===== config.mk =====
export PLATFORM = sky130hd
export DESIGN_NAME = gpio_bank
export DESIGN_NICKNAME = d
export VERILOG_FILES = /design/src/rtl/gpio_bank_pkg.sv /design/src/rtl/gpio_bank_sync.sv /design/src/rtl/gpio_bank_port.sv /design/src/rtl/gpio_bank.sv
export SDC_FILE = /design/constraint.sdc
export NUM_CORES = 1
export LEC_CHECK = 0
export BUFFER_PORTS_ARGS = -buffer_cell sky130_fd_sc_hd__buf_2
export CAP_MARGIN = 20
export CORE_ASPECT_RATIO = 1.4
export CORE_UTILIZATION = 55
export DETAILED_ROUTE_END_ITERATION = 16
export GPL_TIMING_DRIVEN = 0
export MAX_ROUTING_LAYER = met4
export PLACE_DENSITY = 0.79
export SYNTH_ARGS = -nofsm -noshare
export SYNTH_HDL_FRONTEND = slang
export SYNTH_SLANG_ARGS = --single-unit

===== constraint.sdc =====
create_clock -name clk -period 2.1 [get_ports clk]
set_input_delay 0.42 -clock clk [delete_from_list [all_inputs] [get_ports clk]]
set_output_delay 0.42 -clock clk [all_outputs]
set_load 0.02 [all_outputs]

===== src/rtl/gpio_bank_pkg.sv =====
// Shared constants of the GPIO register bank: register offsets and the
// function-select code that hands the pins to the GPIO function.
package gpio_bank_pkg;
    localparam int NPORTS = 2;
    localparam logic [7:0] OFS_PORT_A = 8'hE0;
    localparam logic [7:0] OFS_PORT_B = 8'hE4;
    localparam logic [7:0] OFS_ENABLE = 8'h30;
    localparam logic [7:0] OFS_FUNSEL = 8'h28;
    localparam logic [7:0] OFS_DRIVE  = 8'h29;

    typedef enum logic [1:0] {
        FN_OTHER0 = 2'd0,
        FN_OTHER1 = 2'd1,
        FN_GPIO   = 2'd2,
        FN_OTHER3 = 2'd3
    } funsel_e;
endpackage


===== src/rtl/gpio_bank_sync.sv =====
// Two-flop synchronizer for asynchronous pin levels.
// Assumes reset is held for at least two clock edges; the data flops are
// not reset, so after that they carry true pin history.
module gpio_bank_sync #(
    parameter int W = 8
) (
    input  logic         clk,
    input  logic         rst_n,
    input  logic [W-1:0] din,
    output logic [W-1:0] dout
);
    logic [W-1:0] meta_q;
    logic [W-1:0] sync_q;

    // Two-stage capture of the asynchronous input.
    always_ff @(posedge clk) begin
        meta_q <= din;
        sync_q <= meta_q;
    end

    assign dout = sync_q;


    sync_delay_chk: assert property (@(posedge clk) disable iff (!rst_n)
        sync_q == $past(din, 2));
endmodule


===== src/rtl/gpio_bank_port.sv =====
// One GPIO port: direction, data and inversion registers at BASE, BASE+1
// and BASE+2, an input synchronizer and per-pin drive logic.
// Assumes PINS is between 1 and 8; writes outside its offsets are ignored.
module gpio_bank_port
    import gpio_bank_pkg::*;
#(
    parameter int          PINS = 8,
    parameter logic [7:0]  BASE = OFS_PORT_A
) (
    input  logic            clk,
    input  logic            rst_n,
    input  logic            wr_en,
    input  logic [7:0]      addr,
    input  logic [PINS-1:0] wdata,
    input  logic            active,
    input  logic            push_pull,
    input  logic [PINS-1:0] pin_in,
    output logic [PINS-1:0] pin_out,
    output logic [PINS-1:0] pin_oe,
    output logic            rd_hit,
    output logic [PINS-1:0] rd_val
);
    localparam logic [7:0] ADR_DIR = BASE;
    localparam logic [7:0] ADR_DAT = BASE + 8'd1;
    localparam logic [7:0] ADR_INV = BASE + 8'd2;

    logic [PINS-1:0] dir_q;
    logic [PINS-1:0] data_q;
    logic [PINS-1:0] inv_q;
    logic [PINS-1:0] level_sync;
    logic [PINS-1:0] level_rd;

    gpio_bank_sync #(.W(PINS)) u_sync (
        .clk  (clk),
        .rst_n(rst_n),
        .din  (pin_in),
        .dout (level_sync)
    );

    // Register writes; direction resets to all inputs.
    always_ff @(posedge clk) begin
        if (!rst_n) begin
            dir_q  <= '1;
            data_q <= '0;
            inv_q  <= '0;
        end else if (wr_en) begin
            if (addr == ADR_DIR) dir_q  <= wdata;
            if (addr == ADR_DAT) data_q <= wdata;
            if (addr == ADR_INV) inv_q  <= wdata;
        end
    end

    // Data readback: pin level for inputs, stored value for outputs.
    assign level_rd = (dir_q & level_sync) | (~dir_q & data_q);

    // Read selection among the three port registers.
    always_comb begin
        rd_hit = 1'b1;
        rd_val = '0;
        if (addr == ADR_DIR)      rd_val = dir_q;
        else if (addr == ADR_DAT) rd_val = level_rd;
        else if (addr == ADR_INV) rd_val = inv_q;
        else                      rd_hit = 1'b0;
    end

    // Per-pin drive: push-pull drives the data bit, open-drain only pulls low.
    for (genvar i = 0; i < PINS; i++) begin : g_pin
        assign pin_oe[i]  = active & ~dir_q[i] & (push_pull | ~data_q[i]);
        assign pin_out[i] = push_pull & data_q[i];
    end


    input_no_drive_chk: assert property (@(posedge clk) disable iff (!rst_n)
        (pin_oe & dir_q) == '0);


    od_release_chk: assert property (@(posedge clk) disable iff (!rst_n)
        !push_pull |-> ((pin_oe & data_q) == '0 && pin_out == '0));
endmodule


===== src/rtl/gpio_bank.sv =====
// GPIO register bank top: global enable, drive-mode and function-select
// registers, two port instances and a registered read path.
// Assumes single-cycle strobes; a read answers one cycle after its strobe.
module gpio_bank
    import gpio_bank_pkg::*;
#(
    parameter int PINS_A = 8,
    parameter int PINS_B = 5
) (
    input  logic              clk,
    input  logic              rst_n,
    input  logic              wr_en,
    input  logic              rd_en,
    input  logic [7:0]        addr,
    input  logic [7:0]        wdata,
    output logic              rd_valid,
    output logic [7:0]        rd_data,
    input  logic [PINS_A-1:0] pin_a_in,
    output logic [PINS_A-1:0] pin_a_out,
    output logic [PINS_A-1:0] pin_a_oe,
    input  logic [PINS_B-1:0] pin_b_in,
    output logic [PINS_B-1:0] pin_b_out,
    output logic [PINS_B-1:0] pin_b_oe
);
    localparam int PAD = 8 - NPORTS;

    logic [NPORTS-1:0] en_q;
    logic [NPORTS-1:0] drv_q;
    funsel_e           fsel_q;
    logic [NPORTS-1:0] act;
    logic              a_hit, b_hit;
    logic [PINS_A-1:0] a_val;
    logic [PINS_B-1:0] b_val;
    logic [7:0]        rd_next;

    // Global register writes.
    always_ff @(posedge clk) begin
        if (!rst_n) begin
            en_q   <= '0;
            drv_q  <= '0;
            fsel_q <= FN_OTHER0;
        end else if (wr_en) begin
            if (addr == OFS_ENABLE) en_q   <= wdata[NPORTS-1:0];
            if (addr == OFS_DRIVE)  drv_q  <= wdata[NPORTS-1:0];
            if (addr == OFS_FUNSEL) fsel_q <= funsel_e'(wdata[1:0]);
        end
    end

    // A port is active when enabled and the pins belong to GPIO.
    assign act = en_q & {NPORTS{fsel_q == FN_GPIO}};

    gpio_bank_port #(.PINS(PINS_A), .BASE(OFS_PORT_A)) u_port_a (
        .clk(clk), .rst_n(rst_n), .wr_en(wr_en), .addr(addr),
        .wdata(wdata[PINS_A-1:0]), .active(act[0]), .push_pull(drv_q[0]),
        .pin_in(pin_a_in), .pin_out(pin_a_out), .pin_oe(pin_a_oe),
        .rd_hit(a_hit), .rd_val(a_val)
    );

    gpio_bank_port #(.PINS(PINS_B), .BASE(OFS_PORT_B)) u_port_b (
        .clk(clk), .rst_n(rst_n), .wr_en(wr_en), .addr(addr),
        .wdata(wdata[PINS_B-1:0]), .active(act[1]), .push_pull(drv_q[1]),
        .pin_in(pin_b_in), .pin_out(pin_b_out), .pin_oe(pin_b_oe),
        .rd_hit(b_hit), .rd_val(b_val)
    );

    // Read value selection; unmapped offsets give 0.
    always_comb begin
        if (addr == OFS_ENABLE)      rd_next = {{PAD{1'b0}}, en_q};
        else if (addr == OFS_DRIVE)  rd_next = {{PAD{1'b0}}, drv_q};
        else if (addr == OFS_FUNSEL) rd_next = {6'd0, fsel_q};
        else if (a_hit)              rd_next = 8'(a_val);
        else if (b_hit)              rd_next = 8'(b_val);
        else                         rd_next = 8'd0;
    end

    // Registered read answer.
    always_ff @(posedge clk) begin
        if (!rst_n) begin
            rd_valid <= 1'b0;
            rd_data  <= 8'd0;
        end else begin
            rd_valid <= rd_en;
            if (rd_en) rd_data <= rd_next;
        end
    end


    rd_latency_chk: assert property (@(posedge clk) disable iff (!rst_n)
        rd_valid == ($past(rd_en) && $past(rst_n)));


    port_a_gate_chk: assert property (@(posedge clk) disable iff (!rst_n)
        (!en_q[0] || fsel_q != FN_GPIO) |-> pin_a_oe == '0);


    port_b_gate_chk: assert property (@(posedge clk) disable iff (!rst_n)
        (!en_q[1] || fsel_q != FN_GPIO) |-> pin_b_oe == '0);
endmodule


## Word level (Yosys, flattened, before mapping)

Index checks and enable logic that the tools add are counted.

- Register bits: 80
- Input bits: 33

- Bitwise operators: 87
- Equality and inequality tests: 10
- Reduce and logical (&&, ||, !) cells: 9
- Multiplexer cells: 17

Operators with widths:

| cell | number |
|---|---|
| 8-bit 2-to-1 mux | 7 |
| 8-bit == test (second input constant) | 6 |
| 1-bit AND | 39 |
| 1-bit inverter | 26 |
| 8-bit by 6-bit == test with 1-bit output (second input constant) | 3 |
| 5-bit 2-to-1 mux | 4 |
| 2-bit AND reduction | 9 |
| 8-bit AND | 2 |
| 1-bit bitwise OR | 13 |
| 5-bit AND | 2 |
| 8-bit inverter | 1 |
| 8-bit bitwise OR | 1 |
| 1-bit 2-to-1 mux | 6 |
| 5-bit inverter | 1 |
| 5-bit bitwise OR | 1 |
| 2-bit AND | 1 |
| 2-bit == test (second input constant) | 1 |

## Logic depth before layout (Yosys ltp)

- Depth after elaboration: 10
- Mapped depth: 8
- Depth with buffers taken out: 5

## Hierarchy

From an unflattened synthesis, not the netlist that was laid out.

- Cells, all modules: 381
- Area total of the unflattened synthesis: 3597.2 µm²

Modules (own cells, without submodules):

| module | cells an instance | area each (µm²) | instances |
|---|---|---|---|
| gpio_bank_port at u_port_a | 163 | 1378.8 | 1 |
| gpio_bank_port at u_port_b | 104 | 878.3 | 1 |
| gpio_bank | 88 | 819.5 | 1 |
| gpio_bank_sync at u_port_a.u_sync | 16 | 320.3 | 1 |
| gpio_bank_sync at u_port_b.u_sync | 10 | 200.2 | 1 |

## Worst setup path before layout

OpenSTA, ideal clock, no wires.

- Kind: input to register
- Start point: input port addr[1]
- End point: register rd_data[1]
- Data arrival time: 1684 ps
- Path buffers: 1
- Stages on the path: 6
- Slack: 299 ps
- Cells stage by stage: buf_6 > or4_4 > o21a_1 > o2111ai_1 > o211ai_1 > a22o_1

- Longest elaborated chain between the ends: 9
- Elaborated cells on any way between the ends: 26
- Classes of those cells: eq/ne: 9; mux: 17

RTL lines:

| element | line | source |
|---|---|---|
| start: declaration | gpio_bank.sv:14 | `input logic [7:0] addr,` |
| 8-bit == test | gpio_bank_port.sv:62 | `else if (addr == ADR_INV) rd_val = inv_q;` |
| 5-bit 2-to-1 mux or 1-bit 2-to-1 mux (tied branches) | gpio_bank_port.sv:62 |  |
| 5-bit 2-to-1 mux or 1-bit 2-to-1 mux (tied branches) | gpio_bank_port.sv:61 | `else if (addr == ADR_DAT) rd_val = level_rd;` |
| 5-bit 2-to-1 mux or 1-bit 2-to-1 mux (tied branches) | gpio_bank_port.sv:60 | `if (addr == ADR_DIR) rd_val = dir_q;` |
| 5-bit 2-to-1 mux | gpio_bank.sv:72 | `else if (b_hit) rd_next = 8'(b_val);` |
| 8-bit 2-to-1 mux | gpio_bank.sv:71 | `else if (a_hit) rd_next = 8'(a_val);` |
| 8-bit 2-to-1 mux | gpio_bank.sv:70 | `else if (addr == OFS_FUNSEL) rd_next = {6'd0, fsel_q};` |
| 8-bit 2-to-1 mux | gpio_bank.sv:69 | `else if (addr == OFS_DRIVE) rd_next = {{PAD{1'b0}}, drv_q};` |
| 8-bit 2-to-1 mux (*) | gpio_bank.sv:68 | `if (addr == OFS_ENABLE) rd_next = {{PAD{1'b0}}, en_q};` |
| end signal: assignment | gpio_bank.sv:83 | `if (rd_en) rd_data <= rd_next;` |
| end: declaration | gpio_bank.sv:17 | `output logic [7:0] rd_data,` |

Every way passes the cells marked *; elsewhere a longest branch is shown, timed or not.
A chain may end at the register's enable or synchronous reset.

## Worst setup path in the final report

- Start point: register fsel_q[1]
- End point: output port pin_a_oe[0]

- Longest elaborated chain between the ends: 4

RTL lines:

| element | line | source |
|---|---|---|
| start: declaration | gpio_bank.sv:29 | `funsel_e fsel_q;` |
| start signal: assignment | gpio_bank.sv:45 | `if (addr == OFS_FUNSEL) fsel_q <= funsel_e'(wdata[1:0]);` |
| 2-bit == test | gpio_bank.sv:50 | `assign act = en_q & {NPORTS{fsel_q == FN_GPIO}};` |
| 2-bit AND | gpio_bank.sv:50 |  |
| 1-bit AND (2 in a row) | gpio_bank_port.sv:68 | `assign pin_oe[i] = active & ~dir_q[i] & (push_pull \| ~data_q[i]);` |
| end: declaration | gpio_bank.sv:20 | `output logic [PINS_A-1:0] pin_a_oe,` |

Every way passes these cells.

==> metrics.log <==
[metrics] top fanout value on the critical path: 8
[metrics] Synth warnings: 0
[metrics] maximum number of pins on one net before global-route repair: 16
[metrics] largest area contributor in the netlist: sky130_fd_sc_hd__dfxtp_1
[metrics] routed vias/inst: 5.74
[metrics] sequential-to-total area share from yosys stat: 45.3%
[metrics] worst slack on hold paths: 153 ps
[metrics] number of optimization iterations in the first detailed-route pass: 5
[metrics] buffers inserted by post-CTS timing repair: 0
[metrics] Static Leakage: 0.00183 uW
[metrics] fin crit period: 1940 ps
[metrics] clock sink total: 80
[metrics] Post-Synthesis Cells: 397
[metrics] global-route wire length before repair: 14.3 mm
[metrics] mean routed wirelength per cell: 16.7 um
[metrics] core footprint: 6210 um2
[metrics] Fin Clk Skew: 6.28 ps
[metrics] GR Util All Layers: 28.3%
[metrics] Least-Margin Pin Slew: 617 ps
[metrics] Congestion Overflow GR: 0
[metrics] Main synth FF type: sky130_fd_sc_hd__dfxtp_1
[metrics] PD cells: 671 nW/um2
[metrics] final RePlAce weighted congestion: 0.870
[metrics] setup repair after global routing missed its margin: yes
[metrics] met2 WL: 4.70 mm
[metrics] maximum clock rate: 0.516 GHz
[metrics] wire length on met1: 3.72 mm
[metrics] Sequential Area: 1600 um2
[metrics] Detail Placement HPWL: 6.60 mm
[metrics] share of final-layout standard cells stronger than drive strength 1: 21.1%
[metrics] count of instances resized after the clock tree is built: 2
[metrics] number of max-slew violations in the final report: 0
[metrics] clock buffer depth: 2
[metrics] total standard cell area after synthesis: 3530 um2
[metrics] number of distinct library cell variants in the gate-level netlist after synthesis: 47
[metrics] total buffers and inverters traversed by the critical path: 1
[metrics] area fraction of the dominant cell type after synthesis: 45.3%
[metrics] via count of the first global-routing pass: 2904
[metrics] amount of wire on met3 after detailed routing: 590 um
[metrics] IR Drop Worst-Case VDD: 486 uV
[metrics] Die Footprint: 6750 um2
[metrics] number of flops mapped to enable cells by yosys: 0
[metrics] run status: completed
[metrics] critical path startpoint category: flop
[metrics] slowest CP cell: sky130_fd_sc_hd__dfxtp_1
[metrics] Post-synth ARST share: 0%
[metrics] Hold Violations, Final: 0
[metrics] Top Ports: 68
[metrics] slowest stage delay, CP: 360 ps
[metrics] residual DRC count: 0
[metrics] TritonCTS Buffers: 9
[metrics] number of buffers added on ports: 62
[metrics] total via count in the routed design: 3139
[metrics] hold-fix buffer count after cts: 0
[metrics] kind of capture point of the worst setup path: primary output
[metrics] Std-Cell Rows: 34
[metrics] synthesized area divided by synthesized cell count: 8.90 um2
[metrics] Final Instance Count excl. Fillers: 547
[metrics] root buffer cell: sky130_fd_sc_hd__clkbuf_8
[metrics] number of maximum-capacitance constraint violations: 0
[metrics] most frequent cells after synthesis: 80 x sky130_fd_sc_hd__dfxtp_1, 51 x sky130_fd_sc_hd__nand2_1, 41 x sky130_fd_sc_hd__nor2b_1
[metrics] top cell family by delay on the critical path: simple AND/OR/NAND/NOR gates
[metrics] final setup vio count: 0
[metrics] Area Growth Syn to Fin: 16.5%
[metrics] Routed WL: 9.14 mm
[metrics] synth top area cells: sky130_fd_sc_hd__dfxtp_1 45%, sky130_fd_sc_hd__nor2b_1 7.3%, sky130_fd_sc_hd__mux2i_1 6.8%
[metrics] number of nets in the final layout: 503
[metrics] H-tree depth: 3
[metrics] Yosys reg bits: 80
[metrics] clock-pin slew of the registers on the worst-case setup and hold paths: 90 ps
[metrics] headroom to the max-slew limit: 58.8%
[metrics] Worst Setup Path Type: flop to primary output
[metrics] multi-input logic area: 1810 um2
[metrics] number of placed instances with taps included: 531
[metrics] most frequent cell after synthesis: sky130_fd_sc_hd__dfxtp_1
[metrics] effective utilization at floorplan: 56.9%
[metrics] data arrival time at the worst-slack endpoint: 1520 ps
[metrics] floorplan die height: 96.8 um
[metrics] Post-Syn Nets: 430
[metrics] Die W: 69.7 um
[metrics] share of the cycle needed by the critical path after routing: 92.4%
[metrics] number of antenna-violating nets in the routed design: 0
[metrics] cells along the critical path: nor2b_1 > nand2_2 > nor3_1 > buf_2
[metrics] initial antenna violation count: 0
[metrics] class of the tightest hold or removal check: input pin to flop
[metrics] clock tree from TritonCTS: done
[metrics] Crit path required time: 1680 ps
[metrics] Worst-Skew Late Latency: 360 ps
[metrics] antenna fix cells: 0
[metrics] number of fill cells: 533
[metrics] highest routed layer: met4
[metrics] count of routing violations after the opening detailed-route iteration: 207
## metrics by stage
stage	utilization, %	worst slack (ps)	power, uW	TNS, ps	instance area [um2]
floorplan	-	299	1690	0	3530
finish	66.3	160	2760	0	4120
CTS	66.2	36.3	2780	0	4110
global route	66.3	-15.9	2860	-37.3	4120
detailed placement	63.3	-41.4	1770	-194	3930
global placement	63.3	-14.1	1760	-52.1	3930
## placed cells by master, fill, tap and decap left out, types with 3 or more instances in the layout
cell type / netlist / final
sky130_fd_sc_hd__a21oi_1: 15 / 15
sky130_fd_sc_hd__a21boi_1: 14 / 14
sky130_fd_sc_hd__nor3_1: 15 / 15
sky130_fd_sc_hd__o2111ai_1: 3 / 3
sky130_fd_sc_hd__o31ai_1: 7 / 7
sky130_fd_sc_hd__o21ai_0: 5 / 5
sky130_fd_sc_hd__nand3_1: 31 / 31
sky130_fd_sc_hd__clkbuf_1: 15 / 14
sky130_fd_sc_hd__nand2_1: 51 / 50
sky130_fd_sc_hd__o21ai_1: 5 / 5
sky130_fd_sc_hd__dfxtp_1: 80 / 79
sky130_fd_sc_hd__a31oi_1: 5 / 5
sky130_fd_sc_hd__inv_1: 7 / 7
sky130_fd_sc_hd__a22o_1: 4 / 4
sky130_fd_sc_hd__buf_2: 4 / 66
sky130_fd_sc_hd__and2_1: 13 / 13
sky130_fd_sc_hd__and3_1: 4 / 4
sky130_fd_sc_hd__clkbuf_8: 0 / 9
sky130_fd_sc_hd__nor2b_1: 41 / 41
sky130_fd_sc_hd__a211oi_1: 5 / 5
sky130_fd_sc_hd__mux2i_1: 24 / 24
sky130_fd_sc_hd__nand3_2: 3 / 3
sky130_fd_sc_hd__nor2_1: 17 / 17
## area by class of cell
type / instances / area share, %
clock inverters: 7 / 1.31
flip-flops and latches: 80 / 38.9
repair buffers: 62 / 7.54
well taps: 72 / 2.19
clock buffers: 9 / 3.01
plain buffers: 21 / 2.34
inverters: 7 / 0.638
multi-input cells: 289 / 44.0
## sequential cells by signal, summed over array words and instances, names as in the netlist
| name | cells |
|---|---|
| drv_q | 2 |
| en_q | 2 |
| fsel_q | 2 |
| rd_data | 8 |
| rd_valid | 1 |
| u_port_a.data_q | 8 |
| u_port_a.dir_q | 8 |
| u_port_a.inv_q | 8 |
| u_port_a.u_sync.dout | 8 |
| u_port_a.u_sync.meta_q | 8 |
| u_port_b.data_q | 5 |
| u_port_b.dir_q | 5 |
| u_port_b.inv_q | 5 |
| u_port_b.u_sync.dout | 5 |
| u_port_b.u_sync.meta_q | 5 |
## worst paths after layout
path | from | endpoint | slack, ps | cells past startpoint
setup / recovery | fsel_q[1] | pin_a_oe[0] | 160 | 4
hold / removal | pin_a_in[4] | u_port_a.u_sync.meta_q[4] | 150 | 1
setup reg to reg | u_port_a.inv_q[1] | rd_data[1] | 740 | 5
hold reg to reg | u_port_a.u_sync.meta_q[6] | u_port_a.u_sync.dout[6] | 330 | 0
## metal layers
| layer | GRT usage, % | vias to the layer above |
|---|---|---|
| li1 | - | 1534 |
| met5 | - | - |
| met1 | 32.9 | 1479 |
| met3 | 6.77 | 12 |
| met2 | 47.2 | 114 |
| met4 | 10.3 | 0 |
## cells by family (layout without fill, tap and decap cells)
group	count (synthesis)	after routing	synth area share [%]
buffers and inverters	28	106	3.43
AOI/OAI and AO/OA	70	70	13.4
muxes	24	24	6.80
and+or+nand+nor	195	195	31.0
DFF	80	80	45.3
## power breakdown
part	total (uW)	internal (uW)	switching (uW)
clock network	1030	438	589
registers	1550	1550	9.42
logic	179	63.0	116
Note: power is estimated with default switching activity, not from simulation.
